### src/rtl/uart_bit_timer.sv
module uart_bit_timer #(
  parameter int ADDR_W = 4
) (
  input  logic              clk,
  input  logic              rst_n,
  input  logic              wr_en,
  input  logic [ADDR_W-1:0] addr,
  input  logic [7:0]        wdata,
  output logic [7:0]        rdata,
  output logic              os_tick,
  output logic              bit_tick,
  output logic              samp_tick
);
  localparam logic [ADDR_W-1:0] A_DLO  = ADDR_W'(0);
  localparam logic [ADDR_W-1:0] A_DHI  = ADDR_W'(1);
  localparam logic [ADDR_W-1:0] A_LCR  = ADDR_W'(3);
  localparam logic [ADDR_W-1:0] A_MODE = ADDR_W'(9);
  localparam logic [ADDR_W-1:0] A_CNT  = ADDR_W'(10);
  localparam logic [ADDR_W-1:0] A_SPT  = ADDR_W'(11);

  logic [7:0]  lcr, cnt, spt;
  logic [15:0] dl;
  logic [1:0]  mode;
  logic [15:0] pre;
  logic [7:0]  idx;

  wire dlab = lcr[7];
  wire dl_wr = wr_en && dlab && (addr == A_DLO || addr == A_DHI);
  wire cfg_wr = dl_wr || (wr_en && (addr == A_MODE || addr == A_CNT || addr == A_SPT));

  wire [15:0] div_eff = (dl == 16'd0) ? 16'd1 : dl;
  wire [8:0]  cnt_p1  = {1'b0, cnt} + 9'd1;

  logic [7:0] last_idx, def_samp;
  always_comb begin
    case (mode)
      2'd2:    begin last_idx = 8'd3;  def_samp = 8'd2; end
      2'd3:    begin last_idx = cnt;   def_samp = cnt_p1[8:1]; end
      default: begin last_idx = 8'd15; def_samp = 8'd8; end
    endcase
  end
  wire [7:0] samp_idx = (mode == 2'd3 && spt != 8'hFF) ? spt : def_samp;

  assign os_tick   = rst_n && (pre == div_eff - 16'd1);
  assign bit_tick  = os_tick && (idx == last_idx);
  assign samp_tick = os_tick && (idx == samp_idx);

  always_ff @(posedge clk or negedge rst_n) begin
    if (!rst_n) begin
      lcr  <= 8'h00;
      dl   <= 16'h0001;
      mode <= 2'd0;
      cnt  <= 8'h00;
      spt  <= 8'hFF;
    end else if (wr_en) begin
      if (addr == A_LCR) lcr <= wdata;
      if (dlab && addr == A_DLO) dl[7:0]  <= wdata;
      if (dlab && addr == A_DHI) dl[15:8] <= wdata;
      if (addr == A_MODE) mode <= wdata[1:0];
      if (addr == A_CNT)  cnt  <= wdata;
      if (addr == A_SPT)  spt  <= wdata;
    end
  end

  always_ff @(posedge clk or negedge rst_n) begin
    if (!rst_n) begin
      pre <= 16'd0;
      idx <= 8'd0;
    end else if (cfg_wr) begin
      pre <= 16'd0;
      idx <= 8'd0;
    end else if (os_tick) begin
      pre <= 16'd0;
      idx <= bit_tick ? 8'd0 : idx + 8'd1;
    end else begin
      pre <= pre + 16'd1;
    end
  end

  always_comb begin
    rdata = 8'h00;
    case (addr)
      A_DLO:  rdata = dlab ? dl[7:0]  : 8'h00;
      A_DHI:  rdata = dlab ? dl[15:8] : 8'h00;
      A_LCR:  rdata = lcr;
      A_MODE: rdata = {6'd0, mode};
      A_CNT:  rdata = cnt;
      A_SPT:  rdata = spt;
      default: rdata = 8'h00;
    endcase
  end

  // bit boundary only on an oversample tick
  a_r5_bit_on_os: assert property (@(posedge clk) disable iff (!rst_n)
    bit_tick |-> os_tick);
  // sample strobe only on an oversample tick
  a_r6_samp_on_os: assert property (@(posedge clk) disable iff (!rst_n)
    samp_tick |-> os_tick);
  // a configuration write restarts both counters
  a_r8_restart: assert property (@(posedge clk) disable iff (!rst_n)
    cfg_wr |=> (pre == 16'd0 && idx == 8'd0));
  // the prescaler advances by one between ticks
  a_r4_prescale_step: assert property (@(posedge clk) disable iff (!rst_n)
    (!cfg_wr && !os_tick) |=> pre == $past(pre) + 16'd1);
  // the divisor changes only through the access window
  a_r3_dl_guarded: assert property (@(posedge clk) disable iff (!rst_n)
    !dl_wr |=> $stable(dl));
  // the in-bit index never passes the bit bound
  a_r5_idx_bound: assert property (@(posedge clk) disable iff (!rst_n)
    (!cfg_wr && !$past(cfg_wr)) |-> idx <= last_idx);
endmodule

### config.mk
export PLATFORM = sky130hd
export DESIGN_NAME = uart_bit_timer
export DESIGN_NICKNAME = d
export VERILOG_FILES = /design/src/rtl/uart_bit_timer.sv
export SDC_FILE = /design/constraint.sdc
export NUM_CORES = 1
export LEC_CHECK = 0
export CAP_MARGIN = 0
export CORE_MARGIN = 4
export CORE_UTILIZATION = 65
export DETAILED_ROUTE_END_ITERATION = 10
export PLACE_DENSITY = 0.92
export SETUP_SLACK_MARGIN = 0.02
export SYNTH_ARGS = -nofsm -noshare
export SYNTH_HDL_FRONTEND = slang
export SYNTH_SLANG_ARGS = --single-unit
### constraint.sdc
create_clock -name clk -period 10.2 [get_ports clk]
set_input_delay 2.04 -clock clk [delete_from_list [all_inputs] [get_ports clk]]
set_output_delay 2.04 -clock clk [all_outputs]
set_load 0.02 [all_outputs]
Yosys cells after proc, flatten, opt, wreduce, memory -nomap -nowiden
Cells that the tools add are included.
{ "classes": {"mux": 12, "n_addsub": 4, "reduce_logical": 22, "n_eq_ne": 11} }
{ "op_table": {"columns": ["operator", "n"], "rows": [
  ["two-way mux 16 bit", 3],
  ["two-way mux 8 bit", 6],
  ["case mux 8 bit (6 select lines)", 1],
  ["case mux 8 bit (2 select lines)", 2],
  ["adder 16 x 1 -> 16 bit, second input constant", 1],
  ["== test 16 bit", 1],
  ["== test 8 bit", 2],
  ["zero test 16 bit", 1],
  ["subtractor 16 x 1 -> 16 bit, second input constant", 1],
  ["== test 4 bit, second input constant", 3],
  ["AND reduction 2 bit", 6],
  ["adder 8 x 1 -> 9 bit, second input constant", 1],
  ["logical AND 1 bit", 9],
  ["adder 8 x 1 -> 8 bit, second input constant", 1],
  ["inequality test 8 bit, second input constant", 1],
  ["== test 2 bit, second input constant", 2],
  ["== test 4 x 1 -> 1 bit, second input constant", 1],
  ["== test 4 x 2 -> 1 bit, second input constant", 1],
  ["zero test 4 bit", 1],
  ["logical OR 1 bit", 4],
  ["nonzero test 2 bit", 1]
]} }
{ "totals": {"in_bits": 15, "wordCells": 57, "reg_bits": 66, "output_inout_bits": 11} }

Logic depth before layout (Yosys ltp)
{ "depth": {"depth_word": 9, "mapped_depth": 14, "mapped_depth_nobuf": 11} }

Least setup slack after synthesis
Ideal clock, no wire load.
{ "synth_path": {"path_type": "in2out", "startpoint": "input addr[0]", "endpoint": "output rdata[7]", "required_ns": 8.160, "cell_stages": 5, "path_buffers": 1, "arrival_ns": 3.228, "setup_slack_ns": 4.932, "cell_sequence": "clkbuf_1 nand2_1 nor3_1 a222oi_1 nand2_1"} }
{ "synth_via": {"elab_chain_cells": 2, "word_cells_on_any_way": 7, "cone_classes": "eq/ne: 5; mux: 1; reduce/logical: 1"} }
{ "synth_lines": {"columns": ["item", "line_no", "text"], "rows": [
  ["from (decl)", "7", "input logic [ADDR_W-1:0] addr,"],
  ["== test 4 bit (tied with other cells)", "82", "case (addr)"],
  ["case mux 8 bit (6 select lines) (*)", "82", null],
  ["to (decl)", "9", "output logic [7:0] rdata,"]
]} }
Mark *: on every way between the ends. The rest lies on a longest branch, timed or not.

Worst setup path after layout
Ends and elaborated chain as after synthesis.

==> reports/qor.csv <==
stage,metric,value,unit
timing,drv_slew,0,
cells_and_area,nets,500,
synth,async_flop_share,100.0,%
cts,clockBufferDepth,2,
drt,drtPass1Iterations,6,
timing,slew_headroom,20.72,%
cells_and_area,n_fill_cell,473,
synth,synth.distinct_cells,69,
synth,netlist.area_leader.share,31.70,%
synth,yosysSeqAreaShare,36.96,%
global_route,grt_pass1_vias,3631,
floorplanning,initial_core_util,66.59,%
drt,ant_nets,0,
worst_hold_path,hp-class,flop to flop,
cts,cts_tree,built,
placement,gp_congestion,0.8978,
cells_and_area,diodes,0,
timing,worst_clock_skew,0.009556,ns
cts,cts.clk_slew.worst_paths,0.07,ns
synth,ys_ff_latch,66,
synth,synth_fp_nets,494,
pwr,ir_worst_vdd,0.1575,mV
global_route,grtUsageTotal,27.85,%
cts,cts_buffers,9,
synth,yosysTopAreaCell,dfrtp_1,
critical_path,cp-start-kind,primary input,
placement,portBuffers,25,
cts,clkSinkCount,66,
drt,drc,0,
global_route,grt_pass1_wl,18.44,mm
timing,period_share,68.79,%
cells_and_area,fin_util,72.59,%
critical_path,cp_max_fo,16,
cts,root_buffer,clkbuf_8,
cells_and_area,ff_latch_area,1663,um^2
global_route,grt_antenna_before_repair,0,
timing,fmax,142.5,MHz
floorplanning,die-area,8317,um^2
run_status,outcome,finished clean,
synth,synth.most_common_cell,dfrtp_1,
synth,synth_area_per_cell,9.472,um^2
synth,netlist_area,4499,um^2
floorplanning,die_x,91.20,um
cells_and_area,multi_input_area,2649,um^2
synth,synthTopCellsByCount,"dfrtp_1, mux2_2, nor2_1",
synth,synth_edf_count,0,
cts,cts_resized,0,
placement,dp_hpwl,7.814,mm
cells_and_area,areaGrowthSynthToFinish,9.010,%
floorplanning,die_h,91.20,um
floorplanning,io_pins,26,
synth,netlist_top_cells_area,"dfrtp_1, mux2_2, dfstp_2, xnor2_1, xor2_1",
timing,setup_tns,0,ns
global_route,grt-ovfl-total,0,
pwr,leakagePower,2.048,nW
synth,synth_cells,475,
critical_path,cp.required,8.16,ns
cts,htreeDepth,3,
synth,synthFlopType,dfrtp_1,
cts,clock_latency,0.36,ns
drt,drt-initial-drc-count,411,
floorplanning,rows,30,
critical_path,endpoint_kind,output port,
drt,viasPerCell,6.689,
timing,hold_viol,0,
job,max-cap-violations,0,
synth,yosys_warnings,0,
timing,worst_pin_slew,1.187,ns
global_route,grt_max_degree,68,
timing,setup_violations,0,
timing,period_needed,7.017,ns
floorplanning,core_area,6756,um^2
drt,wl_per_cell,19.75,um
timing,rsz0062_at_grt,no,
critical_path,path_class,primary input to output port,
cts,cts_setup_buffers,0,
pwr,powerDensity,192.6,nW/um^2
critical_path,arrival,4.98,ns
cts,cts_hold_buf,0,
cells_and_area,drive_gt1_share,19.75,%
drt,vias,3786,
drt,drt_wl_total,11.18,mm
==> report_power, final <==
group / internal (mW) / leakage (nW) / switching, mW / total (mW)
logic: 0.150 / 1.10 / 0.158 / 0.309
clock network: 0.115 / 0.104 / 0.114 / 0.229
registers: 0.314 / 0.842 / 0.0933 / 0.407
==> final timing paths <==
check                      slack (ns)                from  depth (start not counted)                  to
max in group asynchronous        7.79               rst_n                          2   dl[5]$_DFFE_PN0P_
hold / removal                   0.52  lcr[6]$_DFFE_PN0P_                          1  lcr[6]$_DFFE_PN0P_
setup reg to reg                 6.56   dl[5]$_DFFE_PN0P_                         11   pre[15]$_DFF_PN0_
hold reg to reg                  0.52  lcr[6]$_DFFE_PN0P_                          1  lcr[6]$_DFFE_PN0P_
setup / recovery                 3.18             addr[0]                          6            rdata[7]
min in group asynchronous        1.86               rst_n                          2    pre[6]$_DFF_PN0_
==> routing by layer <==
metal,track usage [%],vias to the layer above,routed length (um)
li1,-,1738,-
met1,36.92,1861,4569
met2,44.76,168,5453
met3,6.297,19,945
met4,10.18,0,211
met5,0,-,0
==> critical path, stage by stage <==
cell and delay, ns:
clkdlybuf4s50_1 0.85, nand2_1 0.15, nor3_1 0.91, a222oi_1 0.28
nand2_1 0.14, clkdlybuf4s50_1 0.61
==> logic make-up after synthesis <==
| kind of cell | share of synthesized area [%] |
|---|---|
| AO/OA/AOI/OAI | 11.85 |
| XOR/XNOR | 8.954 |
| adder cells (fa/ha/maj) | 1.112 |
| buffers and inverters | 4.171 |
| flip-flops | 36.96 |
| multiplexers | 12.49 |
| AND/OR/NAND/NOR | 24.47 |
==> placed cells by master, fill, tap and decap left out, types with 4 or more instances in the layout <==
cell type | Yosys | layout
clkdlybuf4s50_1 | 0 | 24
nand3b_1 | 6 | 6
o21ai_0 | 15 | 15
ha_1 | 4 | 4
o21a_1 | 5 | 5
dfrtp_1 | 57 | 57
xnor2_1 | 24 | 24
mux2_2 | 49 | 49
nand2b_1 | 6 | 6
inv_1 | 10 | 10
nand4_1 | 11 | 11
nand2_1 | 38 | 38
and2_1 | 6 | 6
a222oi_1 | 8 | 8
nor2_1 | 39 | 39
nand3_1 | 30 | 30
clkinv_4 | 0 | 4
a21oi_1 | 12 | 12
nor3_1 | 10 | 10
xor2_1 | 22 | 22
dfstp_2 | 9 | 9
and3_1 | 11 | 11
clkbuf_8 | 0 | 9
and4_1 | 4 | 4
nor4_1 | 5 | 5
==> layout make-up <==
class	instances	share of cell area, %
flip-flops and latches	66	33.90
clock buffers	9	2.526
well taps	80	2.041
clock inverters	7	1.607
inverters	10	0.7653
repair buffers	26	5.153
multi-input cells	368	54.01
==> flip-flops by register name (all words and copies together) (netlist names) <==
register,flops
dl,16
pre,16
cnt,8
idx,8
lcr,8
spt,8
mode,2
==> per-stage QoR <==
| step | total power [mW] | setup slack, ns | instance area [um^2] | hold WS (ns) | cells |
|---|---|---|---|---|---|
| floorplan | 0.6321 | 4.932 | 4499 | 0.4783 | 475 |
| global placement | 0.6896 | 3.453 | 4702 | 0.4883 | 550 |
| detailed placement | 0.7082 | 3.349 | 4702 | 0.4979 | 550 |
| CTS | 0.9392 | 3.322 | 4905 | 0.5203 | 566 |
| global route | 0.9907 | 3.065 | 4905 | 0.5393 | 566 |
| finish | 0.9447 | 3.183 | 4905 | 0.5176 | 566 |
Note: power is estimated with default switching activity, not from simulation.
